==> src/rtl/trap_entry_pkg.sv <==
package trap_entry_pkg;

    typedef enum logic [1:0] {
        PRIV_U   = 2'd0,
        PRIV_S   = 2'd1,
        PRIV_RSV = 2'd2,
        PRIV_M   = 2'd3
    } priv_e;

    typedef enum logic [1:0] {
        ACC_FETCH = 2'd0,
        ACC_LOAD  = 2'd1,
        ACC_STORE = 2'd2,
        ACC_AMO   = 2'd3
    } acc_e;

    localparam int C_FETCH_MIS  = 0;
    localparam int C_FETCH_ACC  = 1;
    localparam int C_LOAD_MIS   = 4;
    localparam int C_LOAD_ACC   = 5;
    localparam int C_STORE_MIS  = 6;
    localparam int C_STORE_ACC  = 7;
    localparam int C_ECALL_BASE = 8;
    localparam int C_FETCH_PF   = 12;
    localparam int C_LOAD_PF    = 13;
    localparam int C_STORE_PF   = 15;

    function automatic bit code_has_addr(input int code);
        case (code)
            C_FETCH_MIS, C_FETCH_ACC, C_LOAD_MIS, C_LOAD_ACC,
            C_STORE_MIS, C_STORE_ACC, C_FETCH_PF, C_LOAD_PF,
            C_STORE_PF: return 1'b1;
            default:    return 1'b0;
        endcase
    endfunction

    function automatic int xlat_code(input acc_e kind, input logic paged);
        case (kind)
            ACC_FETCH: return paged ? C_FETCH_PF : C_FETCH_ACC;
            ACC_LOAD:  return paged ? C_LOAD_PF  : C_LOAD_ACC;
            default:   return paged ? C_STORE_PF : C_STORE_ACC;
        endcase
    endfunction

endpackage

==> src/rtl/trap_cause_resolve.sv <==
module trap_cause_resolve
    import trap_entry_pkg::*;
#(
    parameter int XLEN   = 32,
    parameter int CODE_W = 5
) (
    input  logic              irq,
    input  logic [CODE_W-1:0] raw_code,
    input  logic              xlat_fault,
    input  logic [1:0]        xlat_kind,
    input  logic              paging_on,
    input  logic [1:0]        priv,
    output logic [CODE_W-1:0] code,
    output logic [XLEN-1:0]   cause,
    output logic              has_addr
);
    localparam int LOW_W = (CODE_W < XLEN - 1) ? CODE_W : XLEN - 1;

    always_comb begin
        if (irq) begin
            code = raw_code;
        end else if (xlat_fault) begin
            code = CODE_W'(xlat_code(acc_e'(xlat_kind), paging_on));
        end else if (int'(raw_code) == C_ECALL_BASE) begin
            code = CODE_W'(C_ECALL_BASE + int'(priv));
        end else begin
            code = raw_code;
        end
    end

    always_comb begin
        cause = '0;
        cause[LOW_W-1:0] = code[LOW_W-1:0];
        cause[XLEN-1]    = irq;
    end

    assign has_addr = !irq && code_has_addr(int'(code));

endmodule

==> src/rtl/trap_target_select.sv <==
module trap_target_select
    import trap_entry_pkg::*;
#(
    parameter int XLEN   = 32,
    parameter int CODE_W = 5
) (
    input  logic              irq,
    input  logic [CODE_W-1:0] code,
    input  logic [1:0]        priv,
    input  logic [XLEN-1:0]   exc_deleg,
    input  logic [XLEN-1:0]   irq_deleg,
    output logic              to_super
);
    logic [XLEN-1:0] mask;
    logic            deleg_bit;
    logic            low_priv;

    assign mask     = irq ? irq_deleg : exc_deleg;
    assign low_priv = (priv == PRIV_U) || (priv == PRIV_S);

    always_comb begin
        deleg_bit = 1'b0;
        for (int i = 0; i < XLEN; i++) begin
            if (int'(code) == i) deleg_bit = mask[i];
        end
    end

    assign to_super = low_priv && deleg_bit;

endmodule

==> src/rtl/trap_entry_unit.sv <==
module trap_entry_unit
    import trap_entry_pkg::*;
#(
    parameter int XLEN   = 32,
    parameter int CODE_W = 5
) (
    input  logic              clk,
    input  logic              rst,
    input  logic              trap_valid,
    input  logic              trap_irq,
    input  logic [CODE_W-1:0] trap_code,
    input  logic              xlat_fault,
    input  logic [1:0]        xlat_kind,
    input  logic              paging_on,
    input  logic [XLEN-1:0]   fault_addr,
    input  logic [XLEN-1:0]   cur_pc,
    input  logic [1:0]        cur_priv,
    input  logic [XLEN-1:0]   exc_deleg,
    input  logic [XLEN-1:0]   irq_deleg,
    input  logic [XLEN-1:0]   svec_base,
    input  logic [XLEN-1:0]   mvec_base,
    input  logic              st_sie,
    input  logic              st_mie,
    output logic              upd_valid,
    output logic [XLEN-1:0]   new_pc,
    output logic [1:0]        new_priv,
    output logic              s_csr_we,
    output logic              m_csr_we,
    output logic [XLEN-1:0]   cause_out,
    output logic [XLEN-1:0]   epc_out,
    output logic [XLEN-1:0]   tval_out,
    output logic              new_pie,
    output logic [1:0]        new_pp,
    output logic              new_ie
);
    typedef struct packed {
        logic [XLEN-1:0] pc;
        logic [1:0]      priv;
        logic            s_we;
        logic            m_we;
        logic [XLEN-1:0] cause;
        logic [XLEN-1:0] epc;
        logic [XLEN-1:0] tval;
        logic            pie;
        logic [1:0]      pp;
    } trap_upd_t;

    logic [CODE_W-1:0] res_code;
    logic [XLEN-1:0]   res_cause;
    logic              res_has_addr;
    logic              to_super;
    trap_upd_t         nxt, cur;
    logic              vld_q;

    trap_cause_resolve #(.XLEN(XLEN), .CODE_W(CODE_W)) u_cause (
        .irq        (trap_irq),
        .raw_code   (trap_code),
        .xlat_fault (xlat_fault),
        .xlat_kind  (xlat_kind),
        .paging_on  (paging_on),
        .priv       (cur_priv),
        .code       (res_code),
        .cause      (res_cause),
        .has_addr   (res_has_addr)
    );

    trap_target_select #(.XLEN(XLEN), .CODE_W(CODE_W)) u_target (
        .irq       (trap_irq),
        .code      (res_code),
        .priv      (cur_priv),
        .exc_deleg (exc_deleg),
        .irq_deleg (irq_deleg),
        .to_super  (to_super)
    );

    always_comb begin
        nxt.pc    = to_super ? svec_base : mvec_base;
        nxt.priv  = to_super ? PRIV_S : PRIV_M;
        nxt.s_we  = trap_valid && to_super;
        nxt.m_we  = trap_valid && !to_super;
        nxt.cause = res_cause;
        nxt.epc   = cur_pc;
        nxt.tval  = res_has_addr ? fault_addr : '0;
        nxt.pie   = to_super ? st_sie : st_mie;
        nxt.pp    = cur_priv;
    end

    always_ff @(posedge clk) begin
        if (rst) begin
            vld_q <= 1'b0;
            cur   <= '0;
        end else begin
            vld_q <= trap_valid;
            if (trap_valid) begin
                cur <= nxt;
            end else begin
                cur.s_we <= 1'b0;
                cur.m_we <= 1'b0;
            end
        end
    end

    assign upd_valid = vld_q;
    assign new_pc    = cur.pc;
    assign new_priv  = cur.priv;
    assign s_csr_we  = cur.s_we;
    assign m_csr_we  = cur.m_we;
    assign cause_out = cur.cause;
    assign epc_out   = cur.epc;
    assign tval_out  = cur.tval;
    assign new_pie   = cur.pie;
    assign new_pp    = cur.pp;
    assign new_ie    = 1'b0;

    AST_STROBE_TO_UPDATE: assert property (@(posedge clk) disable iff (rst)
        trap_valid |=> upd_valid);
    AST_IDLE_NO_WRITE: assert property (@(posedge clk) disable iff (rst)
        !trap_valid |=> !s_csr_we && !m_csr_we);
    AST_ONE_TARGET: assert property (@(posedge clk) disable iff (rst)
        upd_valid |-> $onehot0({s_csr_we, m_csr_we}) && (s_csr_we || m_csr_we));
    AST_MACHINE_STAYS: assert property (@(posedge clk) disable iff (rst)
        trap_valid && cur_priv == 2'd3 |=> m_csr_we && new_priv == 2'd3);
    AST_IRQ_FLAG: assert property (@(posedge clk) disable iff (rst)
        trap_valid && trap_irq |=> cause_out[XLEN-1]);
    AST_IRQ_NO_TVAL: assert property (@(posedge clk) disable iff (rst)
        trap_valid && trap_irq |=> tval_out == '0);
    AST_EPC_CAPTURE: assert property (@(posedge clk) disable iff (rst)
        trap_valid |=> epc_out == $past(cur_pc));
    AST_PREV_PRIV: assert property (@(posedge clk) disable iff (rst)
        trap_valid |=> new_pp == $past(cur_priv));

endmodule

==> config.mk <==
export PLATFORM = sky130hd
export DESIGN_NAME = trap_entry_unit
export DESIGN_NICKNAME = d
export VERILOG_FILES = /design/src/rtl/trap_entry_pkg.sv /design/src/rtl/trap_cause_resolve.sv /design/src/rtl/trap_target_select.sv /design/src/rtl/trap_entry_unit.sv
export SDC_FILE = /design/constraint.sdc
export NUM_CORES = 1
export LEC_CHECK = 0
export BUFFER_PORTS_ARGS = -buffer_cell sky130_fd_sc_hd__buf_4
export CAP_MARGIN = 20
export CORE_AREA = 2 2 135 137
export CTS_CLUSTER_DIAMETER = 120
export CTS_CLUSTER_SIZE = 16
export DETAILED_ROUTE_END_ITERATION = 8
export DIE_AREA = 0 0 137 139
export GPL_TIMING_DRIVEN = 1
export PLACE_DENSITY = 0.69
export SETUP_SLACK_MARGIN = 0.05
export SKIP_LAST_GASP = 1
export SYNTH_ARGS = -nofsm -noshare
export SYNTH_HDL_FRONTEND = slang
export SYNTH_SLANG_ARGS = --single-unit
==> constraint.sdc <==
create_clock -name clk -period 2.7 [get_ports clk]
set_input_delay 0.27 -clock clk [delete_from_list [all_inputs] [get_ports clk]]
set_output_delay 0.27 -clock clk [all_outputs]
set_load 0.05 [all_outputs]
==> flow_summary.yaml, run 1 <==
logic_synthesis:
  yosys_warnings: 0
  synth_edf_count: 0
  avgSynthCellArea_um2: 8.49
  synth.top_cell.area_share_pct: 37.7
  async_flop_share_pct: 0
  synthCells: 687
  synth_cell_type_count: 55
  yosys.area.top_type: "dfxtp_1"
  ys_seq_area_share_pct: 37.7
  synthFlopType: "dfxtp_1"
  synth_area_leaders: "dfxtp_1, mux2i_1, nor2_1"
  ys_seq_elements: 110
  syn_area_um2: 5840
route:
  drt_iter0_drc: 339
  routed_via_density: 4.90
  finalWirelength_mm: 20.5
  detail-route-antenna-nets: 0
  num_vias: 6228
  drcViolationCount: 0
  wl_per_cell_um: 16.1
  drtPass1Iterations: 5
finish:
  fin_nets: 1245
  final-instance-count-excl-fill: 1270
  drive_gt1_share_pct: 47.1
  diodes: 0
  area_delta_synth_final_pct: 62.3
  nFillCells: 1665
global_route:
  grt_antenna_before_repair: 0
  grt_start_max_net_pins: 69
  met2_usage_pct: 31.6
  grt_use_met1_pct: 24.0
  busiest_layer: "met2"
  grt_pass1_wl_mm: 29.4
  grt_pass1_vias: 5834
  grt.total_usage_pct: 19.1
  grtUsageMet3_pct: 5.34
  overflow: 0
sta:
  maxSlewViolCount: 0
  finalCriticalPeriod_ns: 2.59
  min_period_over_period_pct: 96.0
  finalClockSkew_ns: 0
  hold_ws_ns: 0.141
  fmax_ghz: 0.386
  hold_viol: 0
  tns_ns: 0
  rsz0062_at_grt: "true"
  setup_violations: 0
pwr:
  netSwitchingFraction_pct: 35.4
  comb_power_share_pct: 36.7
  power.internal_mw: 3.11
  switchingPower_mw: 1.70
  power_density_nw_per_um2: 509
  clockPowerShare_pct: 26.5
  p_seq_share_pct: 36.8
  leakagePower_nw: 4.47
  ir_worst_vdd_mv: 0.349
placement:
  gp_congestion: 0.881
  port-buffer-count: 318
  placedCellCount: 1234
  hpwlAfterDp_mm: 14.0
worst_setup_path:
  worst-setup-path-type: "primary input to flip-flop"
  path_buf_inv: 5
  worstPathMaxFanout: 9
  rr_worst_depth: 3
  critPathMostFrequentCell: "buf_12"
  critPathArrivalTime_ns: 2.87
  critical_path.startpoint_type: "primary input"
  cp_cell_sequence: "buf_8, nor4b_4, buf_4, nand3b_1, o21a_1, buf_12, mux4_2, a21oi_4, o211ai_2, a211oi_4, buf_6, buf_12, o21ai_0, a211oi_2"
  worstPathRequired_ns: 2.97
  slowest_delay_ns: 0.31
  crit_family: "compound AO/OA/AOI/OAI gates"
  slowest_stage: "mux4_2"
  crit_start: "trap_code[2]"
  reg2reg_from: "tval_out[20]"
  cp-end-kind: "flip-flop"
  r2r_slack_ns: 1.94
  worst-path-stages: 14
min_path:
  hold_class: "primary input to flip-flop"
  hold_depth: 3
  worstHoldStart: "fault_addr[13]"
cts:
  cts_buffers: 9
  clock_path_buffers: 2
  clock-sinks: 110
  cts_root_buf: "clkbuf_16"
  h-tree-depth: 3
  hold_buffers: 0
  clock_latency_ns: 0.34
  clk_pin_slew_ns: 0.08
  cts_tree: "built"
status:
  status: "completed"
job:
  drv_cap: 0
floorplanning:
  start_util_pct: 33.0
  chipHeight_um: 139
  core_area_um2: 17700
  dieArea_um2: 19000
  row_count: 49
  die_w_um: 137
  ios: 346
## synthesized netlist by cell type, drive strengths merged (3+ instances only)
cell type	number
mux2	6
nand4	3
nand3	11
a311oi	3
clkbuf	37
o31a	34
nor3	5
a21oi	43
nor2	121
inv	35
mux2i	56
a211oi	38
o211ai	5
buf	48
nor2b	36
nor4	4
mux4	4
nand3b	3
o21ai	45
dfxtp	110
nand2	10
## through the flow
stage                     area (um2)  worst slack (ns)  total power [mW]  utilization, %
after floorplan                 5970            0.0351              2.76               -
after global placement          8680            -0.266              3.28            49.1
after detailed placement        8680            -0.359              3.29            49.1
after CTS                       9030            0.0504              4.63            51.1
after global routing            9470           -0.0459              5.03            53.6
final                           9470             0.107              4.82            53.6
## registers in the layout (all words and copies together) (netlist names)
name	flops
epc_out	32
new_pc	32
tval_out	32
cause_out	6
new_pp	2
new_priv	2
m_csr_we	1
new_pie	1
s_csr_we	1
upd_valid	1
## cells in the final DEF (no fill, tap or decap), drive strengths merged, types with 34 or more instances in the layout
master | synthesis | final
a211oi | 38 | 38
nor2 | 121 | 121
buf | 48 | 393
a21oi | 43 | 43
mux2i | 56 | 56
o31a | 34 | 34
o21ai | 45 | 45
dfxtp | 110 | 110
inv | 35 | 38
nor2b | 36 | 36
## logic make-up (layout without fill, tap and decap cells)
| family | Yosys count | in the layout | share of synthesized area, % |
|---|---|---|---|
| AOI/OAI and AO/OA | 187 | 187 | 23.0 |
| buffers and inverters | 120 | 448 | 10.5 |
| DFF | 110 | 110 | 37.7 |
| muxes | 66 | 66 | 12.3 |
| other | 1 | 27 | 0.0643 |
| and+or+nand+nor | 203 | 203 | 16.3 |
## power by group through the flow
stage	Clock [mW]	Sequential [mW]	Combinational (mW)
after floorplan	0	2.13	0.628
after global placement	0	1.80	1.47
after detailed placement	0	1.81	1.48
after CTS	1.33	1.77	1.53
after global routing	1.38	1.78	1.87
final	1.28	1.77	1.77
## tightest hold or removal path: stages
cell and delay (ns):
buf_4 0.08, a21oi_1 0.05, nor2_1 0.07
## final timing paths
check,end
worst max-delay path,new_pc[15]
worst min-delay path,tval_out[13]
worst max register to register,tval_out[20]
worst min register to register,new_priv[0]
## final cells by class
class	instances	area [um2]	area share, %
Inverter	35	131	1.39
Clock buffer	9	225	2.38
Timing Repair Buffer	397	3220	34.0
Tap cell	229	287	3.03
Sequential cell	110	2200	23.2
Multi-Input combinational cell	483	3350	35.4
Clock inverter	7	55.1	0.581
## per-layer routing
metal	wire, um	vias up	share of wire [%]
li1	-	3045	-
met1	8380	2891	41
met2	10100	262	49
met3	1630	30	8.0
met4	348	0	1.7
met5	0	-	0
## repair_timing
| item | 4_1_cts | 5_1_grt |
|---|---|---|
| setup buffers | 3 | 8 |
| pin swaps | 4 | 44 |
| cloned | 1 | 8 |
| endpoints found under the setup margin | 3 | 36 |
| resized for setup | 8 | 65 |
Power figures use the tool's default switching activity.
==> run 2, diff against run 1 <==
--- a/config.mk
+++ b/config.mk
@@ -7,13 +7,14 @@
 export LEC_CHECK = 0
 export BUFFER_PORTS_ARGS = -buffer_cell sky130_fd_sc_hd__buf_4
 export CAP_MARGIN = 20
-export CORE_AREA = 2 2 135 137
+export CORE_AREA = 5 5 133 135
+export CTS_BUF_LIST = sky130_fd_sc_hd__clkbuf_8
 export CTS_CLUSTER_DIAMETER = 120
 export CTS_CLUSTER_SIZE = 16
 export DETAILED_ROUTE_END_ITERATION = 8
-export DIE_AREA = 0 0 137 139
+export DIE_AREA = 0 0 138 140
 export GPL_TIMING_DRIVEN = 1
-export PLACE_DENSITY = 0.69
+export PLACE_DENSITY = 0.74
 export SETUP_SLACK_MARGIN = 0.05
 export SKIP_LAST_GASP = 1
 export SYNTH_ARGS = -nofsm -noshare
==> run 2 against run 1 <==
- first-iteration DRC count up 2.9%
- non-clock buffer count down 22
- clock skew is the same
- count of clock-buffer cells in the layout unchanged
- die area grew 1.5%
- cell count shrank 2.4%
- highest routed layer unchanged
- largest power group unchanged
- register-to-register slack barely moved
- critical endpoint is now new_pc[19]
- global-route usage decreased by 0.12 points
- power is 7.8% lower
- sequential share of layout area up 1.0 points
- hold slack worse by 0.044 ns
==> flow_summary.yaml, run 2 (synthesis gave the netlist of run 1 again) <==
status:
  status: "completed"
cts:
  clock_latency_ns: 0.36
  clock-sinks: 110
  cts_tree: "built"
  hold_buffers: 0
  h-tree-depth: 3
  cts_buffers: 9
  cts_root_buf: "clkbuf_8"
  clk_pin_slew_ns: 0.13
  clock_path_buffers: 2
placement:
  port-buffer-count: 318
  hpwlAfterDp_mm: 15.0
  gp_congestion: 0.924
  dpl_cell_area_um2: 8540
  placedCellCount: 1213
  dpl_worst_slack_ns: -0.418
finish:
  nFillCells: 1558
  final_common_cell: "buf_4"
  final_area_um2: 9070
  register_area_um2: 2200
  most-common-layout-cells: "buf_4, nor2_1, dfxtp_1, mux2i_1, a21oi_1"
  diodes: 0
  drive_gt1_share_pct: 45.0
  final-instance-count-excl-fill: 1240
  multi_input_area_um2: 3320
  fin_nets: 1224
  postLayoutCoreUtil_pct: 55.5
  area_delta_synth_final_pct: 55.5
worst_setup_path:
  worst-setup-path-type: "primary input to flip-flop"
  crit_family: "compound AO/OA/AOI/OAI gates"
  rr_worst_depth: 3
  critPathArrivalTime_ns: 2.92
  cp_cell_sequence: "buf_4, nor2b_2, buf_4, mux2_4, mux4_2, o211ai_1, a311oi_2, o31a_1, a211oi_4, buf_6, buf_12, o21ai_0, a211oi_1"
  cp-end-kind: "flip-flop"
  path_buf_inv: 4
  critPathMostFrequentCell: "buf_4"
  worstPathRequired_ns: 3.00
  slowest_stage: "o31a_1"
  slowest_delay_ns: 0.33
  critical_path.startpoint_type: "primary input"
  worstPathMaxFanout: 17
  worst-path-stages: 13
sta:
  tightest_slew_ns: 0.779
  maxSlewViolCount: 0
  hold_ws_ns: 0.0972
  hold_viol: 0
  tns_ns: 0
  finalCriticalPeriod_ns: 2.61
  fmax_ghz: 0.383
  slew_headroom_pct: 48.0
  finalClockSkew_ns: 0
  layout_setup_ws_ns: 0.0895
  setup_violations: 0
  min_period_over_period_pct: 96.7
  rsz0062_at_grt: "true"
global_route:
  busiest_layer: "met2"
  met2_usage_pct: 32.6
  grt.total_usage_pct: 19.0
  grt_antenna_before_repair: 0
  grt_start_max_net_pins: 78
  grt_use_met1_pct: 22.9
  grt_pass1_wl_mm: 30.7
  overflow: 0
  grt_pass1_vias: 6071
  grtUsageMet3_pct: 6.48
floorplanning:
  chipHeight_um: 140
  core_area_um2: 16300
  die_w_um: 138
  ios: 346
  dieArea_um2: 19300
  row_count: 47
  start_util_pct: 35.7
route:
  drtPass1Iterations: 4
  detail-route-antenna-nets: 0
  num_vias: 6112
  drt_iter0_drc: 349
  routed_via_density: 4.93
  finalWirelength_mm: 20.4
  wl_per_cell_um: 16.5
  drcViolationCount: 0
job:
  drv_cap: 0
min_path:
  hold_depth: 3
  hold_class: "primary input to flip-flop"
pwr:
  leakagePower_nw: 4.28
  ir_worst_vdd_mv: 0.288
  power_density_nw_per_um2: 489
  total_power_mw: 4.44
==> run 2: cell count changes in the layout (fill, tap and decap cells not counted), sizes merged <==
cell and change:
buf -20, clkbuf -2, clkinvlp -1, inv +1
o21a +1
==> run 2: path summary, 6_finish.rpt <==
kind | from | to | slack (ns)
hold / removal | fault_addr[24] | tval_out[24] | 0.1
hold reg to reg | new_priv[0] | new_priv[0] | 0.48
setup reg to reg | tval_out[17] | tval_out[17] | 1.93
setup / recovery | trap_irq | new_pc[19] | 0.09
==> run 2: per-layer routing <==
metal	vias up	wire, um
li1	2998	-
met1	2850	8280
met2	237	10200
met3	27	1620
met4	0	359
met5	-	0
==> run 2: timing repair <==
| item | in CTS | in global routing |
|---|---|---|
| pin swaps | 0 | 12 |
| resized for setup | 2 | 48 |
| setup buffers | 0 | 6 |
| cloned | 0 | 5 |
| hold endpoints to repair | 0 | 0 |
| setup endpoints to repair | 12 | 35 |
==> run 2: worst register-to-register path, cell delays in order, from the launching register on <==
cell and delay (ns):
dfxtp_1 0.33, nor2b_1 0.12, a21oi_1 0.15, nor2_1 0.05
==> run 2: final cells by class <==
class | instances | share of cell area (%)
Multi-Input combinational cell | 484 | 36.6
Timing Repair Buffer | 375 | 32.3
Sequential cell | 110 | 24.3
Tap cell | 220 | 3.03
Inverter | 35 | 1.45
Clock buffer | 9 | 1.36
Clock inverter | 7 | 1.01
==> run 2: power by group <==
| part | internal, mW | switching [mW] | total, mW | leakage (nW) |
|---|---|---|---|---|
| Clock | 0.383 | 0.679 | 1.06 | 0.106 |
| Combinational | 0.659 | 0.950 | 1.61 | 3.26 |
| Sequential | 1.72 | 0.0520 | 1.77 | 0.905 |
| Total | 2.76 | 1.68 | 4.44 | 4.28 |
==> run 3, diff against run 2 <==
--- a/config.mk
+++ b/config.mk
@@ -5,16 +5,17 @@
 export SDC_FILE = /design/constraint.sdc
 export NUM_CORES = 1
 export LEC_CHECK = 0
+export ABC_AREA = 1
 export BUFFER_PORTS_ARGS = -buffer_cell sky130_fd_sc_hd__buf_4
-export CAP_MARGIN = 20
-export CORE_AREA = 5 5 133 135
+export CAP_MARGIN = 25
+export CORE_AREA = 5 5 132 134
 export CTS_BUF_LIST = sky130_fd_sc_hd__clkbuf_8
 export CTS_CLUSTER_DIAMETER = 120
 export CTS_CLUSTER_SIZE = 16
 export DETAILED_ROUTE_END_ITERATION = 8
-export DIE_AREA = 0 0 138 140
+export DIE_AREA = 0 0 137 139
 export GPL_TIMING_DRIVEN = 1
-export PLACE_DENSITY = 0.74
+export PLACE_DENSITY = 0.73
 export SETUP_SLACK_MARGIN = 0.05
 export SKIP_LAST_GASP = 1
 export SYNTH_ARGS = -nofsm -noshare
==> run 3 against run 2 <==
- the run now ends with negative setup slack left
- cell area decreased by 1.1%
- power increased by 1.4%
- global-route usage increased by 2.0 points
- routed wire length increased by 4.3%
- cell count increased by 13%
- core utilization about the same
- sequential cell count unchanged
- sequential power about the same
- count of clock-buffer cells in the layout unchanged
- non-clock buffer count increased by 16
- first-iteration DRC count decreased by 5.4%
- critical path depth increased by 23
- largest cell class is now non-clock buffers
- highest routed layer unchanged
==> flow_summary.yaml, run 3 <==
worst_setup_path:
  critPathArrivalTime_ns: 3.34
  critical_path.startpoint_type: "primary input"
  slowest_stage: "nor2_1"
  rr_worst_depth: 4
  worst-setup-path-type: "primary input to flip-flop"
  cp-end-kind: "flip-flop"
  critPathMostFrequentCell: "nand2_1"
  slowest_delay_ns: 0.19
  worstPathRequired_ns: 2.98
  worstPathMaxFanout: 9
cts:
  clk_pin_slew_ns: 0.10
  cts_buffers: 9
  cts_tree: "built"
  cts_root_buf: "clkbuf_8"
  clock-sinks: 110
  clock_path_buffers: 2
  h-tree-depth: 3
  clock_latency_ns: 0.38
  hold_buffers: 0
sta:
  hold_ws_ns: 0.0792
  finalClockSkew_ns: 0
  slew_headroom_pct: 55.5
  maxSlewViolCount: 0
  tns_ns: -11.55
  layout_setup_ws_ns: -0.360
  tightest_slew_ns: 0.667
  setup_violations: 36
  fmax_ghz: 0.327
  finalCriticalPeriod_ns: 3.06
  hold_viol: 0
  min_period_over_period_pct: 113
  rsz0062_at_grt: "true"
finish:
  area_delta_synth_final_pct: 59.9
  final_area_um2: 8980
  most-common-layout-cells: "buf_4, nand2_1, nor2_1, dfxtp_1, nand3_1"
  postLayoutCoreUtil_pct: 55.5
  diodes: 0
  drive_gt1_share_pct: 38.3
  final_common_cell: "buf_4"
  nFillCells: 1512
  fin_nets: 1384
logic_synthesis:
  avgSynthCellArea_um2: 6.75
  syn_area_um2: 5610
  async_flop_share_pct: 0
  synth_simple_gate_area_share_pct: 37.0
  synth.top_cell.area_share_pct: 39.2
  synthFlopType: "dfxtp_1"
  muxShareOfSynthArea_pct: 1.07
  yosys.area.top_type: "dfxtp_1"
  synthAdderAreaFrac_pct: 0
  ys_seq_area_share_pct: 39.2
  synth_common_cells: "nand2_1, nor2_1, dfxtp_1"
  synthCells: 832
  yosysMostFrequentCell: "nand2_1"
  yosys_warnings: 0
  synth_xor_area_share_pct: 0
  synth_edf_count: 0
  synth_area_leaders: "dfxtp_1, nand2_1, nand3_1"
  synth_top_family_by_area: "simple AND/OR/NAND/NOR gates"
  ys_seq_elements: 110
  synth_cell_type_count: 34
  synth-compound-area-share_pct: 10.3
global_route:
  grt.total_usage_pct: 20.9
  grt_antenna_before_repair: 0
  grt_pass1_wl_mm: 32.2
  grt_start_max_net_pins: 148
  grt_pass1_vias: 6450
  overflow: 0
floorplanning:
  ios: 346
  chipHeight_um: 139
  start_util_pct: 34.7
  row_count: 47
  core_area_um2: 16200
  dieArea_um2: 19000
  die_w_um: 137
route:
  wl_per_cell_um: 15.2
  detail-route-antenna-nets: 0
  drcViolationCount: 0
  routed_via_density: 4.75
  drtPass1Iterations: 5
  drt_iter0_drc: 330
  finalWirelength_mm: 21.3
  num_vias: 6655
pwr:
  leakagePower_nw: 4.56
  power_density_nw_per_um2: 502
  ir_worst_vdd_mv: 0.294
status:
  violations: "negative setup slack"
  status: "finished with violations"
min_path:
  hold_class: "primary input to flip-flop"
  hold_depth: 3
job:
  drv_cap: 0
placement:
  hpwlAfterDp_mm: 15.5
  port-buffer-count: 318
  gp_congestion: 0.927
  dpl_cell_area_um2: 8470
  dpl_worst_slack_ns: -0.737
[run 3: changes by cell type in the layout (fill, tap and decap cells not counted), sizes merged, moves of 21 or more]
cell    previous run  this run
a211oi            38         0
inv               39        60
nor2             121       143
nor2b             36         0
nand3             11       105
nand4              3        39
o31a              34         0
nand2             10       175
mux2i             56         6
[run 3: critical path: cells and delay by family]
family,cells,cell delay (ns)
buf+inv,9,0.99
simple gates,25,1.84
compound gates,2,0.23
[run 3: final cells by class]
type	count	area (um2)	area share, %
Clock buffer	9	124	1.38
Clock inverter	7	67.6	0.753
Inverter	58	240	2.68
Multi-Input combinational cell	605	2930	32.7
Sequential cell	110	2200	24.5
Tap cell	220	275	3.07
Timing Repair Buffer	391	3130	34.9
[run 3: metal layers]
layer | track usage, % | wire length, um
met1 | 23.6 | 7980
met2 | 36.8 | 10800
met3 | 6.86 | 1990
met4 | 7.04 | 529
met5 | 0 | 0
[run 3: cell families (layout without fill, tap and decap cells)]
| logic type | Yosys count | count (layout) |
|---|---|---|
| mux | 6 | 6 |
| flops | 110 | 110 |
| buf+inv | 143 | 465 |
| simple gates | 467 | 467 |
| other cells | 1 | 27 |
| compound gates | 105 | 105 |
[run 3: final timing paths]
check	from	endpoint	slack [ns]
worst min register to register	tval_out[27]	tval_out[27]	0.47
worst min-delay path	mvec_base[1]	new_pc[1]	0.08
worst max register to register	new_pc[8]	new_pc[8]	2.01
worst max-delay path	trap_irq	new_pc[25]	-0.36
[run 3: metrics by stage]
step / power (mW) / instances
floorplan: 2.82 / 858
global placement: 3.43 / 1368
detailed placement: 3.44 / 1368
CTS: 4.51 / 1397
global route: 4.76 / 1400
finish: 4.50 / 1400
[run 3: where the power goes]
part           total, mW  switching [mW]  internal [mW]
sequential          1.79          0.0557           1.73
combinational       1.72            1.05          0.673
clock              0.992           0.633          0.359
[run 3: repair_timing]
action	CTS	global route
endpoints found under the setup margin	36	36
hold endpoints to repair	0	0
pin swaps	5	7
gates cloned	1	2
buffers inserted	12	1
gates resized for setup	26	11
